===== config.mk =====
export PLATFORM = sky130hd
export DESIGN_NAME = ctx_tag_gen
export DESIGN_NICKNAME = d
export VERILOG_FILES = /design/src/rtl/ctx_tag_pkg.sv /design/src/rtl/ctx_tag_ctrl.sv /design/src/rtl/ctx_tag_dp.sv /design/src/rtl/ctx_tag_gen.sv
export SDC_FILE = /design/constraint.sdc
export NUM_CORES = 1
export LEC_CHECK = 0
export BUFFER_PORTS_ARGS = -buffer_cell sky130_fd_sc_hd__buf_2
export CAP_MARGIN = 5
export CORE_ASPECT_RATIO = 1.1
export CORE_UTILIZATION = 45
export CTS_BUF_LIST = sky130_fd_sc_hd__clkbuf_2 sky130_fd_sc_hd__clkbuf_4 sky130_fd_sc_hd__clkbuf_8
export CTS_CLUSTER_SIZE = 14
export DETAILED_ROUTE_END_ITERATION = 16
export PLACE_DENSITY_LB_ADDON = 0.15
export RECOVER_POWER = 100
export SLEW_MARGIN = 10
export SYNTH_ARGS = -nofsm -noshare
export SYNTH_HDL_FRONTEND = slang
export SYNTH_SLANG_ARGS = --single-unit
export TNS_END_PERCENT = 30

===== constraint.sdc =====
create_clock -name clk -period 2.85 [get_ports clk]
set_clock_uncertainty 0.1 [all_clocks]
set_input_delay 0.4275 -clock clk [delete_from_list [all_inputs] [get_ports clk]]
set_output_delay 0.4275 -clock clk [all_outputs]
set_load 0.03 [all_outputs]

===== src/rtl/ctx_tag_pkg.sv =====
package ctx_tag_pkg;
  localparam int ID_W   = 24;
  localparam int REG_W  = 4;
  localparam int KIND_W = 4;
  localparam int TAG_W  = 8;
  localparam logic [TAG_W-1:0] CRC_POLY = 8'h07;
  localparam logic [TAG_W-1:0] CRC_SEED = 8'hFF;
  // aggregation regions normally tagged by callers
  localparam logic [REG_W-1:0] REGION_AGG_X = 4'd2;
  localparam logic [REG_W-1:0] REGION_AGG_U = 4'd4;

  typedef struct packed {
    logic capture;
    logic invalidate;
    logic fmtB;
  } tagStrobe_t;
endpackage


===== src/rtl/ctx_tag_ctrl.sv =====
module ctx_tag_ctrl
  import ctx_tag_pkg::*;
(
  input  logic       clk,
  input  logic       rstN,
  input  logic       inValid,
  input  logic       opInv,
  input  logic       fmtSel,
  output tagStrobe_t strobe,
  output logic       outValid
);
  always_comb begin
    strobe.capture    = inValid;
    strobe.invalidate = inValid & opInv;
    strobe.fmtB       = fmtSel;
  end

  always_ff @(posedge clk) begin
    if (!rstN) outValid <= 1'b0;
    else       outValid <= inValid;
  end
endmodule


===== src/rtl/ctx_tag_dp.sv =====
module ctx_tag_dp
  import ctx_tag_pkg::*;
#(
  parameter int IdW   = ID_W,
  parameter int RegW  = REG_W,
  parameter int KindW = KIND_W,
  parameter int TagW  = TAG_W,
  parameter logic [TagW-1:0] Poly = CRC_POLY,
  parameter logic [TagW-1:0] Seed = CRC_SEED
)(
  input  logic             clk,
  input  logic             rstN,
  input  tagStrobe_t       strobe,
  input  logic [IdW-1:0]   connId,
  input  logic [RegW-1:0]  region,
  input  logic [KindW-1:0] kind,
  input  logic [TagW-1:0]  storedTag,
  output logic [TagW-1:0]  tagOut,
  output logic             matchOut
);
  localparam int WordW = IdW + RegW + KindW;
  localparam int LowW  = TagW - 1 - KindW;

  function automatic logic [TagW-1:0] crcWord(input logic [WordW-1:0] w);
    logic [TagW-1:0] c;
    logic fb;
    c = Seed;
    for (int i = WordW - 1; i >= 0; i--) begin
      fb = c[TagW-1] ^ w[i];
      c  = {c[TagW-2:0], 1'b0} ^ (fb ? Poly : '0);
    end
    return c;
  endfunction

  logic [WordW-1:0] packedWord;
  logic [TagW-1:0]  crcVal;
  logic [TagW-1:0]  tagA;
  logic [TagW-1:0]  tagB;
  logic [TagW-1:0]  computed;

  always_comb begin
    packedWord = {connId, region, kind};
    crcVal     = crcWord(packedWord);
    tagA       = {1'b1, crcVal[TagW-2:0]};
    tagB       = {1'b1, kind, crcVal[LowW-1:0]};
    computed   = strobe.fmtB ? tagB : tagA;
  end

  always_ff @(posedge clk) begin
    if (!rstN) begin
      tagOut   <= '0;
      matchOut <= 1'b0;
    end else if (strobe.capture) begin
      if (strobe.invalidate) begin
        tagOut   <= {1'b0, storedTag[TagW-2:0]};
        matchOut <= 1'b0;
      end else begin
        tagOut   <= computed;
        matchOut <= (storedTag == computed);
      end
    end
  end
endmodule


===== src/rtl/ctx_tag_gen.sv =====
module ctx_tag_gen
  import ctx_tag_pkg::*;
(
  input  logic              clk,
  input  logic              rstN,
  input  logic              inValid,
  input  logic [ID_W-1:0]   connId,
  input  logic [REG_W-1:0]  region,
  input  logic [KIND_W-1:0] kind,
  input  logic              fmtSel,
  input  logic              opInv,
  input  logic [TAG_W-1:0]  storedTag,
  output logic              outValid,
  output logic [TAG_W-1:0]  tagOut,
  output logic              matchOut
);
  tagStrobe_t strobe;

  ctx_tag_ctrl u_ctrl (
    .clk(clk), .rstN(rstN), .inValid(inValid), .opInv(opInv),
    .fmtSel(fmtSel), .strobe(strobe), .outValid(outValid)
  );

  ctx_tag_dp u_dp (
    .clk(clk), .rstN(rstN), .strobe(strobe), .connId(connId),
    .region(region), .kind(kind), .storedTag(storedTag),
    .tagOut(tagOut), .matchOut(matchOut)
  );
endmodule


# Word level (Yosys, flattened, before mapping)
# Cells that the tools add are included.
[totals] input_bits=45 out_inout_bits=10 reg_bits=10
[classes] mux=35 n_eq_ne=1 bitwise=64
[ops] op="$xor A8 B8 Y8" count=29
[ops] op="$mux W3" count=32
[ops] op="$xor A1 B1 Y1" count=31
[ops] op="$eq A8 B8 Y1" count=1
[ops] op="$mux W8" count=1
[ops] op="$xor A8 B3 Y8" count=1
[ops] op="$mux W7" count=1
[ops] op="$not A7 Y7" count=1
[ops] op="$xor A7 B7 Y7" count=1
[ops] op="$and A1 B1 Y1" count=1
[ops] op="$mux W1" count=1

# Depth between registers and ports, before layout
[logic_depth] ltp_word=98 depth_mapped=9

# Cells and area by module
# From an unflattened synthesis, not the netlist that was laid out.
[hier_totals] cells_unflattened=145 area_unflattened_um2=1717.9
[by_module_without_submodules] module="ctx_tag_dp" seq_area_each_um2=180.2 area_each_um2=1670.4 instances=1 cells_per_inst=140
[by_module_without_submodules] module="ctx_tag_ctrl" seq_area_each_um2=20.0 area_each_um2=47.5 instances=1 cells_per_inst=5

# Worst setup path before layout
# No wires, ideal clock.
[synth_path] kind="input -> register" from="input connId[22]" to="register u_dp.matchOut" setup_ns=0.115 arrival_time_ns=2.562 path_stages=9 slack_ns=0.072 t_required_ns=2.635 cell_sequence="buf_6 xnor2_1 xnor3_2 xnor2_2 xnor3_2 xnor3_1 xor2_1 nand2_1 a31o_1"
[synth_between] elab_chain_len=46 word_cells_on_any_way=78
[synth_lines] item="start: declaration" line_no="ctx_tag_gen.sv:7" source="input logic [ID_W-1:0] connId,"
[synth_lines] item="$xor A1 B1 Y1 (*)" line_no="ctx_tag_dp.sv:29" source="fb = c[TagW-1] ^ w[i];"
[synth_lines] item="$mux W3 (*)" line_no="ctx_tag_dp.sv:30" source="c = {c[TagW-2:0], 1'b0} ^ (fb ? Poly : '0);"
[synth_lines] item="$xor A8 B8 Y8 (*) (6 in a row)" line_no="ctx_tag_dp.sv:30"
[synth_lines] item="$xor A1 B1 Y1" line_no="ctx_tag_dp.sv:29"
[synth_lines] item="$mux W3" line_no="ctx_tag_dp.sv:30"
[synth_lines] item="$xor A8 B8 Y8 (*) (6 in a row)" line_no="ctx_tag_dp.sv:30"
[synth_lines] item="$xor A1 B1 Y1" line_no="ctx_tag_dp.sv:29"
[synth_lines] item="$mux W3" line_no="ctx_tag_dp.sv:30"
[synth_lines] item="[... 16 more ...]"
[synth_lines] item="$xor A8 B8 Y8 (*) (5 in a row)" line_no="ctx_tag_dp.sv:30"
[synth_lines] item="$xor A8 B3 Y8 (*)" line_no="ctx_tag_dp.sv:30"
[synth_lines] item="$xor A1 B1 Y1" line_no="ctx_tag_dp.sv:29"
[synth_lines] item="$mux W3" line_no="ctx_tag_dp.sv:30"
[synth_lines] item="$xor A7 B7 Y7 (*)" line_no="ctx_tag_dp.sv:30"
[synth_lines] item="$mux W7 (*)" line_no="ctx_tag_dp.sv:46" source="computed = strobe.fmtB ? tagB : tagA;"
[synth_lines] item="$eq A8 B8 Y1 (*)" line_no="ctx_tag_dp.sv:59" source="matchOut <= (storedTag == computed);"
[synth_lines] item="$mux W1 (*)" line_no="ctx_tag_dp.sv:54" source="if (strobe.invalidate) begin"
[synth_lines] item="end signal: assignment" line_no="ctx_tag_dp.sv:59"
[synth_lines] item="end: declaration" line_no="ctx_tag_dp.sv:19" source="output logic matchOut"
# Every way passes the cells marked *; elsewhere a longest branch is shown, timed or not.
# A chain may end at the register's enable or synchronous reset.

# Worst setup path after layout
[layout_path] from="input connId[17]" to="register u_dp.matchOut"
[layout_between] elab_chain_len=39 word_cells_on_any_way=63
[layout_lines] item="$xor A1 B1 Y1 (*)" line_no="ctx_tag_dp.sv:29"
[layout_lines] item="$mux W3 (*)" line_no="ctx_tag_dp.sv:30"
[layout_lines] item="$xor A8 B8 Y8 (*) (6 in a row)" line_no="ctx_tag_dp.sv:30"
[layout_lines] item="$xor A1 B1 Y1 / $xor A8 B8 Y8 (equally long branches)" line_no="ctx_tag_dp.sv:29, ctx_tag_dp.sv:30"
[layout_lines] item="$mux W3 / $xor A1 B1 Y1 (equally long branches)" line_no="ctx_tag_dp.sv:30, ctx_tag_dp.sv:29"
[layout_lines] item="$xor A8 B8 Y8 (*) (6 in a row)" line_no="ctx_tag_dp.sv:30"
[layout_lines] item="$xor A1 B1 Y1 / $xor A8 B8 Y8 (equally long branches)" line_no="ctx_tag_dp.sv:29, ctx_tag_dp.sv:30"
[layout_lines] item="$mux W3 / $xor A1 B1 Y1 (equally long branches)" line_no="ctx_tag_dp.sv:30, ctx_tag_dp.sv:29"
[layout_lines] item="[... 8 more ...]"
[layout_lines] item="$xor A8 B8 Y8 (*) (6 in a row)" line_no="ctx_tag_dp.sv:30"
[layout_lines] item="$xor A8 B3 Y8 (*)" line_no="ctx_tag_dp.sv:30"
[layout_lines] item="$xor A1 B1 Y1 / $mux W3 (equally long branches)" line_no="ctx_tag_dp.sv:29, ctx_tag_dp.sv:30"
[layout_lines] item="$mux W3 / $xor A8 B3 Y8 (equally long branches)" line_no="ctx_tag_dp.sv:30"
[layout_lines] item="$xor A7 B7 Y7 (*)" line_no="ctx_tag_dp.sv:30"
[layout_lines] item="$mux W7 (*)" line_no="ctx_tag_dp.sv:46"
[layout_lines] item="$eq A8 B8 Y1 (*)" line_no="ctx_tag_dp.sv:59"
[layout_lines] item="$mux W1 (*)" line_no="ctx_tag_dp.sv:54"
# Marks and branches as above.

==> flow_metrics.tcl <==
set metrics [dict create \
    dpl.cell_count 234 \
    rsz0062_at_grt "no" \
    critical_path_arrival_ns 2.74 \
    rows 21 \
    drtAntennaViolNets 0 \
    ir_drop_mv 0.617 \
    place_congestion 0.872 \
    ios 55 \
    die_h_um 62.1 \
    grtUsageTotal_pct 19.1 \
    grt_max_degree 19 \
    ys_types 28 \
    critPathCaptureType "flip-flop" \
    slew_headroom_pct 58.3 \
    required_ns 2.95 \
    nNetsFinal 250 \
    netlist.top_cell.by_area "xnor2_1" \
    status "finished, final reports clean" \
    p_total_mw 1.60 \
    avgSynthCellArea_um2 10.7 \
    vias_per_cell 4.91 \
    crit-reg2reg-launch "u_dp.matchOut$_SDFFE_PN0P_" \
    antennaDiodeCount 0 \
    stdcell_count 237 \
    synthTopCellsByArea "xnor2_1 24%, dfxtp_1 14%, xnor3_2 13%" \
    synth_seq_cells 10 \
    nFillCells 284 \
    cts-root-buf "clkbuf_4" \
    cts.sinks 10 \
    die-area_um2 3510 \
    dp_hpwl_mm 2.68 \
    hp-class "input port to flip-flop" \
    fin_crit_ns 2.64 \
    cap_violations 0 \
    startpoint_type "input port" \
    synthCells 138 \
    die_w_um 56.6 \
    drc 0 \
    synth_fp_nets 183 \
    syn2layout_area_growth_pct 24.8 \
    yosysWarnings 0 \
    wl_mm 3.12 \
    cts_tree "yes" \
    finalHoldViolations 0 \
    netlist_area_um2 1480 \
    start_util_pct 48.0 \
    yosysSeqAreaShare_pct 13.6 \
    multiInputGateArea_um2 1220 \
    io_buffer_count 54 \
    p_per_area_nw_per_um2 871 \
    num_vias 1163 \
    clk_path_buf_depth 2 \
    first_pass_iters 4 \
    grt_antenna_before_repair 0 \
    min_from "storedTag[5]" \
    synth_top_area_share_pct 24.3 \
    layout-drive-gt1-share_pct 35.0 \
    cp_max_fo 3 \
    cts_inserted_buffers 3 \
    fin_crit_sh_pct 92.5 \
    first_iter_violations 21 \
    cts_setup_buffers 0 \
    worst_pin_slew_ns 0.625 \
    cts_hold_buffers 0 \
    fmax_mhz 379 \
    design_area_um2 1840 \
    leakagePower_nw 0.906 \
    worstSetupPathType "input port to flip-flop" \
    wl_per_cell_um 13.2 \
    clk_pin_slew_ns 0.06 \
    grt_pass1_vias 1180 \
    clk_latency_ns 0.25 \
    slew_viol_final 0 \
    final-seq-area_um2 200 \
    h-tree-depth 1 \
    cts_resized 0 \
    crit_start "connId[17]" \
    core_um2 3070 \
    grt_pass1_wl_mm 5.04 \
    finalSetupViolations 0 \
    overflow 0 \
    place_area_um2 1850 \
]
synthesized netlist by cell type:
| cell | count |
|---|---|
| xnor3_2 | 8 |
| inv_1 | 2 |
| nand3_1 | 1 |
| nand2b_1 | 2 |
| a31oi_1 | 1 |
| clkbuf_1 | 3 |
| nor2_1 | 3 |
| xnor3_4 | 2 |
| xor2_1 | 14 |
| nand2_1 | 6 |
| a31o_1 | 1 |
| nand4_1 | 1 |
| o211a_1 | 2 |
| o211ai_1 | 1 |
| and2_1 | 1 |
| xnor2_2 | 4 |
| a211oi_1 | 1 |
| mux2i_1 | 3 |
| xnor2_1 | 41 |
| a21oi_1 | 9 |
| clkdlybuf4s50_2 | 2 |
| o21ai_0 | 8 |
| and3b_1 | 1 |
| buf_6 | 1 |
| xnor3_1 | 8 |
| a21boi_0 | 1 |
| dfxtp_1 | 10 |
| o41ai_1 | 1 |
cell type report:
cell class | count | share of cell area [%]
Multi-Input combinational cell | 120 | 66.0
Timing Repair Buffer | 68 | 19.2
Sequential cell | 10 | 10.9
Tap cell | 34 | 2.31
Clock buffer | 3 | 1.22
Inverter | 2 | 0.407
critical path: stages:
cell      delay, ns
buf_2          0.12
xnor3_1        0.45
xor2_1         0.16
clkbuf_1       0.21
xnor3_1        0.44
xnor3_1        0.23
xnor3_1        0.22
nand4_1        0.09
a211oi_1       0.21
a31o_1         0.18
layout by cell type, fill, tap and decap left out, types with 6 or more instances in the layout:
| master | n |
|---|---|
| nand2_1 | 6 |
| xnor3_1 | 8 |
| a21oi_1 | 9 |
| buf_4 | 12 |
| xnor3_2 | 8 |
| dfxtp_1 | 10 |
| o21ai_0 | 8 |
| xor2_1 | 14 |
| buf_2 | 43 |
| xnor2_1 | 42 |
| clkbuf_1 | 13 |
power by group:
part | internal [mW] | switching [mW]
sequential | 0.161 | 0.00985
clock | 0.0486 | 0.0450
combinational | 0.763 | 0.577
kinds of logic (layout without fill, tap and decap cells):
| group | Yosys count | in the layout | synth area share [%] |
|---|---|---|---|
| buffers and inverters | 8 | 73 | 3.56 |
| AND/OR/NAND/NOR | 15 | 15 | 4.92 |
| AO/OA/AOI/OAI | 25 | 25 | 10.3 |
| XOR/XNOR | 77 | 77 | 65.7 |
| multiplexers | 3 | 3 | 2.03 |
| flip-flops | 10 | 10 | 13.6 |
path summary, 6_finish.rpt:
check	cells past startpoint	slack (ns)	to
worst max register to register	3	2.04	u_dp.matchOut$_SDFFE_PN0P_
worst max-delay path	10	0.21	u_dp.matchOut$_SDFFE_PN0P_
worst min register to register	1	0.38	u_dp.tagOut[0]$_SDFFE_PN0P_
worst min-delay path	3	0.38	u_dp.tagOut[5]$_SDFFE_PN0P_
registers in the layout, indices dropped and copies added, names as in the netlist:
name,count
u_ctrl.outValid,1
u_dp.matchOut,1
u_dp.tagOut,8
metrics by stage:
step	hold slack (ns)	setup slack [ns]	utilization (%)	TNS, ns
floorplan	0.491	0.0724	-	0
global placement	0.360	0.0319	60.2	0
detailed placement	0.363	-0.0274	60.2	-0.0274
CTS	0.366	0.237	60.9	0
global route	0.395	0.0588	60.0	0
finish	0.380	0.213	60.0	0
per-layer routing:
metal / up-vias / global-route usage [%] / wire, um
met5: - / 0 / 0
met4: 0 / 9.41 / 33
met2: 36 / 39.3 / 1740
met3: 4 / 0.621 / 99
met1: 520 / 20.5 / 1240
li1: 603 / - / -
Note: power is estimated with default switching activity, not from simulation.
